`src/rtl/tlk_pkg.sv`:
```
package tlk_pkg;
  typedef enum logic [2:0] {
    FE_IDLE,
    FE_POLL,
    FE_TAS,
    FE_WAIT,
    FE_OWN
  } fe_state_e;
endpackage

```
`src/rtl/tlk_rr_arb.sv`:
```
module tlk_rr_arb #(
  parameter int N_REQ = 4
) (
  input  logic             clk_i,
  input  logic             rst_ni,
  input  logic [N_REQ-1:0] req_i,
  output logic [N_REQ-1:0] gnt_o
);
  localparam int PW = (N_REQ > 1) ? $clog2(N_REQ) : 1;

  logic [PW-1:0] ptr_q;
  logic [PW-1:0] ptr_nxt;
  logic          found;

  always_comb begin
    int idx;
    gnt_o   = '0;
    found   = 1'b0;
    ptr_nxt = ptr_q;
    for (int off = 0; off < N_REQ; off++) begin
      idx = int'(ptr_q) + off;
      if (idx >= N_REQ) idx = idx - N_REQ;
      if (!found && req_i[idx]) begin
        gnt_o[idx] = 1'b1;
        found      = 1'b1;
        ptr_nxt    = (idx == N_REQ - 1) ? '0 : PW'(idx + 1);
      end
    end
  end

  always_ff @(posedge clk_i or negedge rst_ni) begin
    if (!rst_ni) ptr_q <= '0;
    else         ptr_q <= ptr_nxt;
  end
endmodule

```
`src/rtl/tlk_word.sv`:
```
module tlk_word (
  input  logic clk_i,
  input  logic rst_ni,
  input  logic clr_i,   // owner release, ordered before same-cycle access
  input  logic acc_i,
  input  logic tas_i,
  output logic rd_val_o,
  output logic lock_o
);
  logic lock_q;

  assign rd_val_o = clr_i ? 1'b0 : lock_q;
  assign lock_o   = lock_q;

  always_ff @(posedge clk_i or negedge rst_ni) begin
    if (!rst_ni)              lock_q <= 1'b0;
    else if (acc_i && tas_i)  lock_q <= 1'b1;
    else if (clr_i)           lock_q <= 1'b0;
  end
endmodule

```
`src/rtl/tlk_frontend.sv`:
```
module tlk_frontend
  import tlk_pkg::*;
#(
  parameter int K_BASE = 2,
  parameter int C_LOG2 = 1,
  parameter int BO_CAP = 16
) (
  input  logic clk_i,
  input  logic rst_ni,
  input  logic acq_i,
  input  logic rel_i,
  input  logic gnt_i,
  input  logic rd_val_i,
  output logic req_o,
  output logic tas_o,
  output logic held_o
);
  localparam int BO_W = $clog2(BO_CAP + 1);
  localparam int WW   = BO_W + C_LOG2;
  localparam logic [WW-1:0]   CAP_W = WW'(BO_CAP);
  localparam logic [BO_W-1:0] K_W   = BO_W'(K_BASE);

  fe_state_e       st_q;
  logic [BO_W-1:0] bo_len_q, cnt_q, grown;
  logic [WW-1:0]   wide;

  always_comb begin
    wide  = WW'(bo_len_q) << C_LOG2;
    grown = (wide > CAP_W) ? CAP_W[BO_W-1:0] : wide[BO_W-1:0];
  end

  assign req_o  = (st_q == FE_POLL) || (st_q == FE_TAS);
  assign tas_o  = (st_q == FE_TAS);
  assign held_o = (st_q == FE_OWN);

  always_ff @(posedge clk_i or negedge rst_ni) begin
    if (!rst_ni) begin
      st_q     <= FE_IDLE;
      bo_len_q <= K_W;
      cnt_q    <= '0;
    end else begin
      unique case (st_q)
        FE_IDLE: if (acq_i) st_q <= FE_POLL;
        FE_POLL: if (gnt_i && !rd_val_i) st_q <= FE_TAS;
        FE_TAS: if (gnt_i) begin
          if (!rd_val_i) begin
            st_q     <= FE_OWN;
            bo_len_q <= K_W;
          end else begin
            st_q     <= FE_WAIT;
            bo_len_q <= grown;
            cnt_q    <= grown;
          end
        end
        FE_WAIT: begin
          if (cnt_q <= BO_W'(1)) st_q <= FE_POLL;
          else                   cnt_q <= cnt_q - BO_W'(1);
        end
        FE_OWN: if (rel_i) st_q <= FE_IDLE;
        default: st_q <= FE_IDLE;
      endcase
    end
  end
endmodule

```
`src/rtl/tas_lock_unit.sv`:
```
module tas_lock_unit #(
  parameter int N_REQ  = 4,
  parameter int K_BASE = 2,
  parameter int C_LOG2 = 1,
  parameter int BO_CAP = 16
) (
  input  logic             clk_i,
  input  logic             rst_ni,
  input  logic [N_REQ-1:0] acq_i,
  input  logic [N_REQ-1:0] rel_i,
  output logic [N_REQ-1:0] grant_o,
  output logic             err_o,
  output logic [N_REQ-1:0] port_gnt_o,
  output logic             port_tas_o
);
  logic [N_REQ-1:0] fe_req, fe_tas, held, gnt;
  logic             rd_val, lock_q, rel_ok, err_q;

  assign rel_ok     = |(rel_i & held);
  assign port_tas_o = |(gnt & fe_tas);
  assign port_gnt_o = gnt;
  assign grant_o    = held;
  assign err_o      = err_q;

  tlk_rr_arb #(.N_REQ(N_REQ)) u_arb (
    .clk_i (clk_i),
    .rst_ni(rst_ni),
    .req_i (fe_req),
    .gnt_o (gnt)
  );

  tlk_word u_word (
    .clk_i   (clk_i),
    .rst_ni  (rst_ni),
    .clr_i   (rel_ok),
    .acc_i   (|gnt),
    .tas_i   (port_tas_o),
    .rd_val_o(rd_val),
    .lock_o  (lock_q)
  );

  for (genvar i = 0; i < N_REQ; i++) begin : g_fe
    tlk_frontend #(.K_BASE(K_BASE), .C_LOG2(C_LOG2), .BO_CAP(BO_CAP)) u_fe (
      .clk_i   (clk_i),
      .rst_ni  (rst_ni),
      .acq_i   (acq_i[i]),
      .rel_i   (rel_i[i]),
      .gnt_i   (gnt[i]),
      .rd_val_i(rd_val),
      .req_o   (fe_req[i]),
      .tas_o   (fe_tas[i]),
      .held_o  (held[i])
    );
  end

  always_ff @(posedge clk_i or negedge rst_ni) begin
    if (!rst_ni) err_q <= 1'b0;
    else         err_q <= |(rel_i & ~held);
  end
endmodule

```
`config.mk`:
```
export PLATFORM = sky130hd
export DESIGN_NAME = tas_lock_unit
export DESIGN_NICKNAME = d
export VERILOG_FILES = /design/src/rtl/tlk_pkg.sv /design/src/rtl/tlk_rr_arb.sv /design/src/rtl/tlk_word.sv /design/src/rtl/tlk_frontend.sv /design/src/rtl/tas_lock_unit.sv
export SDC_FILE = /design/constraint.sdc
export NUM_CORES = 1
export LEC_CHECK = 0
export ABC_AREA = 1
export BUFFER_PORTS_ARGS = -buffer_cell sky130_fd_sc_hd__clkbuf_2
export CAP_MARGIN = 10
export CORE_MARGIN = 2
export CORE_UTILIZATION = 40
export DETAILED_ROUTE_END_ITERATION = 6
export GPL_TIMING_DRIVEN = 0
export SLEW_MARGIN = 20
export SYNTH_ARGS = -nofsm -noshare
export SYNTH_HDL_FRONTEND = slang
export SYNTH_SLANG_ARGS = --single-unit
```
`constraint.sdc`:
```
create_clock -name clk_i -period 2.5 [get_ports clk_i]
set_input_delay 0.25 -clock clk_i [delete_from_list [all_inputs] [get_ports clk_i]]
set_output_delay 0.25 -clock clk_i [all_outputs]
set_load 0.005 [all_outputs]
```
Word level (Yosys, flattened, before mapping)
Cells that the tools add are included.
W data, S select, Z words.
{ "totals": {"in_bits": 10, "reg_bits": 56, "output_inout_bits": 10} }
{ "op_classes": {"order_cmp": 20, "bitwise_logic": 7, "reduce_logical": 45, "mux": 90, "addsub": 15, "eq_ne": 48} }
{ "ops": {"columns": ["operator", "count"], "rows": [
  ["$eq A32 B3 Y1 const B", 4],
  ["$ge A32 B1 Y1 const B", 4],
  ["$lt A32 B4 Y1 const B", 4],
  ["$mux W32", 4],
  ["$mux W5", 20],
  ["$ge A32 B4 Y1 const B", 3],
  ["$sub A32 B4 Y32 const B", 3],
  ["$mux W3", 21],
  ["$pmux W3 S5", 4],
  ["$ne A2 B2 Y1 const B", 23],
  ["$pmux W5 S2", 4],
  ["$eq A3 B2 Y1 const B", 8],
  ["$gt A6 B5 Y1 const B", 4],
  ["$le A5 B1 Y1 const B", 4],
  ["$reduce_and A5 Y1", 4],
  ["$sub A5 B1 Y5 const B", 4],
  ["$mux W1", 17],
  ["$mux W2", 8],
  ["$mux W4", 4],
  ["$reduce_and A4 Y1", 4],
  ["$reduce_or A4 Y1", 4],
  ["$and A4 B4 Y4", 3],
  ["$eq A3 B1 Y1 const B", 4],
  ["$eq A3 B3 Y1 const B", 4],
  ["other kinds (17)", 59]
]} }

Depth between registers and ports, before layout
{ "logic_depth": {"word_depth": 19, "depth_mapped": 16, "ltp_nobuf": 16} }

Hierarchy
Synthesis repeated with hierarchy kept, for this count alone.
{ "unflattened": {"cells_unflattened": 515, "area_unflattened_um2": 3726.1} }
{ "by_module_without_submodules": {"columns": ["module", "n_inst", "cells_per_inst", "area_each_um2"], "rows": [
  ["tlk_frontend", 4, 100, 753.2],
  ["tlk_rr_arb", 1, 82, 539.3],
  ["tas_lock_unit", 1, 27, 127.6],
  ["tlk_word", 1, 6, 46.3]
]} }

Worst setup path after synthesis
Ideal clock, no wire load.
{ "synth_path": {"path_kind": "register to output", "from": "register u_arb.ptr_q[0]", "to": "output port_tas_o", "slack_ns": 0.326, "arrival_ns": 1.924, "path_stages_with_launch": 13, "cell_sequence": "dfrtp_1 > clkbuf_8 > inv_2 > ha_1 > inv_1 > nand3_1 > o21ai_2 > nand4_1 > nand3_4 > nand2_2 > nand2_1 > inv_1 > nand3_1"} }
{ "synth_between": {"elab_chain_cells": 17, "word_cells_on_any_way": 65, "cone_classes": "add/sub: 7; order compare: 12; mux: 31; bitwise: 4; reduce/logical: 11"} }
{ "synth_rtl": {"columns": ["element", "line_no", "source"], "rows": [
  ["start: declaration", "tlk_rr_arb.sv:11", "logic [PW-1:0] ptr_q;"],
  ["start signal: assignment", "tlk_rr_arb.sv:33", "else ptr_q <= ptr_nxt;"],
  ["branches (longest 14 deep; another with $sub A32 B4 Y32)", null, null],
  ["$mux W4 (*)", "tlk_rr_arb.sv:23", "if (!found && req_i[idx]) begin"],
  ["via g_fe[1].u_fe.gnt_i", "tlk_frontend.sv:12", "input logic gnt_i,"],
  ["$and A4 B4 Y4 (*)", "tas_lock_unit.sv:20", "assign port_tas_o = |(gnt & fe_tas);"],
  ["$reduce_or A4 Y1 (*)", "tas_lock_unit.sv:20", null],
  ["end: declaration", "tas_lock_unit.sv:14", "output logic port_tas_o"]
]} }
Mark *: on every way through the listed nets, which the timed path passes. The select of a mux whose other input is x is not followed.

Worst setup path after layout
Same ends and word-level chain as after synthesis.

==> run_results.csv <==
group,metric,value,unit
cells_and_area,fillCellCount,908,
floorplan,num_rows,35,
detailed_routing,route.detailed.wl_per_inst,13.2,um
yosys,synth-seq-cells,52,
detailed_routing,dr.pass1.iters,5,
clock_tree,cts_max_level,2,
timing,setup_viol,0,
setup_path,crit_fanout,7,
yosys,yosys.area.top_type,"dfrtp_1",
timing,maxSlewViolCount,0,
cells_and_area,finalCoreUtilization,49.3,%
pwr,p_per_area,1590,mW/mm2
yosys,synth.top_cell.area_share,31.9,%
timing,hold_ws,0.198,ns
global_route,grt_antenna_before_repair,0,
clock_tree,numCtsBuffers,5,
clock_tree,cts.path.max_buffers,2,
clock_tree,clkLatencyLatePin,0.31,ns
clock_tree,cts_tree,"built",
detailed_routing,vias,3432,
yosys,synth_most_common_cell,"nand2_1",
floorplan,core_area,0.00920,mm2
timing,max_freq,407,MHz
place,postPlaceCellArea,0.00403,mm2
setup_path,path_cells,"buf_8 -> clkinv_8 -> buf_4 -> nand3_2 -> nand3_2 -> nand2_4 -> nor2_8 -> nand4_1 -> nand3_4 -> nand2_4 -> nand2_4 -> inv_2 -> nand3_2 -> clkbuf_2",
yosys,ys.flop_type,"dfrtp_1",
cells_and_area,final_cells,670,
timing,skew,0.00482,ns
cells_and_area,diodes,0,
floorplan,die_h,101,um
setup_path,end_kind,"output port",
clock_tree,clkSinkCount,52,
detailed_routing,wl,8830,um
floorplan,die_area,0.0102,mm2
pwr,leakagePower,2.36,nW
setup_path,crit_arrival,2.21,ns
setup_path,required,2.25,ns
yosys,synth_enable_flop_cells,0,
place,io_buffers,19,
place,placedCellCount,635,
place,gp_congestion,0.943,
detailed_routing,drtIter0Drc,189,
yosys,synthDistinctLibCells,38,
timing,slew_headroom,55.1,%
cells_and_area,final_area,0.00453,mm2
floorplan,io_pins,20,
yosys,syn_area_per_cell,7.48,um2
timing,min_period_over_period,98.3,%
timing,finalHoldViolations,0,
yosys,netlist_area,0.00377,mm2
yosys,synth_area_leaders,"dfrtp_1, nand2_1, nand3_1",
setup_path,crit_buf_inv,5,
detailed_routing,via_per_inst,5.12,
yosys,syn_inst,504,
pwr,ir_drop,532,uV
global_route,track_usage,18.1,%
yosys,yosysSeqAreaShare,34.7,%
setup_path,critPathTopFamily,"simple AND/OR/NAND/NOR gates",
job,maxCapViolCount,0,
floorplan,die_w,101,um
detailed_routing,final_antenna_net_count,0,
timing,layout_min_cycle_time,2.46,ns
timing,grt_setup_unrepaired,"true",
detailed_routing,post-route-drc-count,0,
place,dp_hpwl,6380,um
setup_path,slowest_stage,"dfrtp_1",
global_route,grt_pass1_wl,14900,um
floorplan,start_util,41.0,%
setup_path,path_class,"flip-flop to output port",
yosys,syn_nets,528,
global_route,grt_pass1_vias,3263,
global_route,overflow,0,
global_route,grt_max_degree,31,
yosys,yosys_warnings,0,
run_status,outcome,"finished, final reports clean",
timing,tightest_slew,0.668,ns
clock_tree,clkTransAtPathRegs,0.10,ns
min_path,hp-class,"input pin to flip-flop",
clock_tree,cts-root-buf,"clkbuf_8",
setup_path,max_stage_delay,0.41,ns
cells_and_area,num-nets-final,582,
cells_and_area,drive_gt1_share,27.5,%
yosys,synth.cells.most_frequent,"nand2_1, inv_1, dfrtp_1",
yosys,async_flop_share,100,%
timing,fin_setup_tns,0,ns
cells_and_area,area_growth,20.2,%
setup_path,cp-start-kind,"flip-flop",
[registers in the layout (all words and copies together) (netlist names)]
name,count
u_word.lock_o,1
g_fe.u_fe.st_q,12
g_fe.u_fe.cnt_q,20
g_fe.u_fe.bo_len_q,16
u_arb.ptr_q,2
err_o,1
[per-layer routing]
| layer | vias to the layer above | GRT usage [%] | routed length, um | share of wire, % |
|---|---|---|---|---|
| met5 | - | 0 | 0 | 0 |
| met4 | 0 | 6.55 | 143 | 1.6 |
| met3 | 10 | 2.36 | 300 | 3.4 |
| met2 | 68 | 29.1 | 4210 | 48 |
| met1 | 1606 | 24.8 | 4180 | 47 |
| li1 | 1748 | - | - | - |
[final timing paths]
kind	slack, ns	startpoint	end	cells after the start
worst max-delay path	0.04	u_arb.ptr_q[0]	port_tas_o	14
worst min-delay path	0.20	rel_i[1]	g_fe[1].u_fe.st_q[2]	2
worst max register to register	0.29	u_arb.ptr_q[0]	g_fe[1].u_fe.st_q[1]	16
worst min register to register	0.47	g_fe[2].u_fe.bo_len_q[1]	g_fe[2].u_fe.bo_len_q[1]	2
max in group asynchronous	1.56	rst_ni	g_fe[3].u_fe.bo_len_q[1]	3
min in group asynchronous	0.40	rst_ni	g_fe[1].u_fe.cnt_q[4]	2
[cell type report]
cell class | count | area [um2] | share of cell area [%]
clock inverter | 2 | 10.0 | 0.221
sequential | 52 | 1310 | 28.9
buffer | 10 | 82.6 | 1.82
inverter | 67 | 275 | 6.08
clock buffer | 6 | 82.6 | 1.82
timing repair buffer | 47 | 353 | 7.79
multi-input combinational | 375 | 2280 | 50.3
tap | 111 | 139 | 3.07
[cells in the final DEF, fill, tap and decap left out, types with 3 or more instances in the layout]
| master | count |
|---|---|
| a21oi_1 | 15 |
| a22oi_1 | 5 |
| a31oi_1 | 6 |
| buf_4 | 31 |
| buf_6 | 4 |
| clkbuf_2 | 17 |
| clkbuf_8 | 6 |
| dfrtp_1 | 46 |
| dfstp_2 | 4 |
| ha_1 | 13 |
| inv_1 | 54 |
| inv_2 | 9 |
| nand2_1 | 120 |
| nand2_2 | 10 |
| nand2_4 | 20 |
| nand3_1 | 35 |
| nand3_2 | 20 |
| nand3_4 | 6 |
| nand4_1 | 7 |
| nor2_1 | 45 |
| nor2_4 | 4 |
| nor3_1 | 3 |
| o21ai_0 | 23 |
| o21ai_1 | 11 |
| o21bai_1 | 4 |
| o22ai_1 | 4 |
| xor2_1 | 4 |
[repair_timing]
action                                 4_1_cts  5_1_grt
setup buffers                               14       12
hold buffers                                 1        0
pin swaps                                   11       12
gates resized for setup                     24       24
endpoints found under the hold margin       20        0
setup endpoints to repair                    5        5
[metrics by stage]
stage / setup slack, ns / power (mW)
6_report: 0.0434 / 7.19
5_1_grt: -0.0631 / 7.88
4_1_cts: 0.00237 / 6.73
3_5_place_dp: -0.229 / 5.68
3_3_place_gp: -0.212 / 5.60
2_1_floorplan: 0.326 / 4.83
[kinds of logic after synthesis]
logic type,count (synthesis),share of synthesized area [%]
xor+xnor,6,1.39
simple gates,278,38.5
compound gates,77,12.0
flops,52,34.7
buf+inv,77,8.83
fa+ha+maj,14,4.65
[where the power goes]
part / switching [mW] / internal [mW] / total, mW
combinational: 3.09 / 2.10 / 5.20
clock: 0.297 / 0.222 / 0.520
sequential: 0.263 / 1.21 / 1.48
total: 3.66 / 3.54 / 7.19
Power figures use the tool's default switching activity.
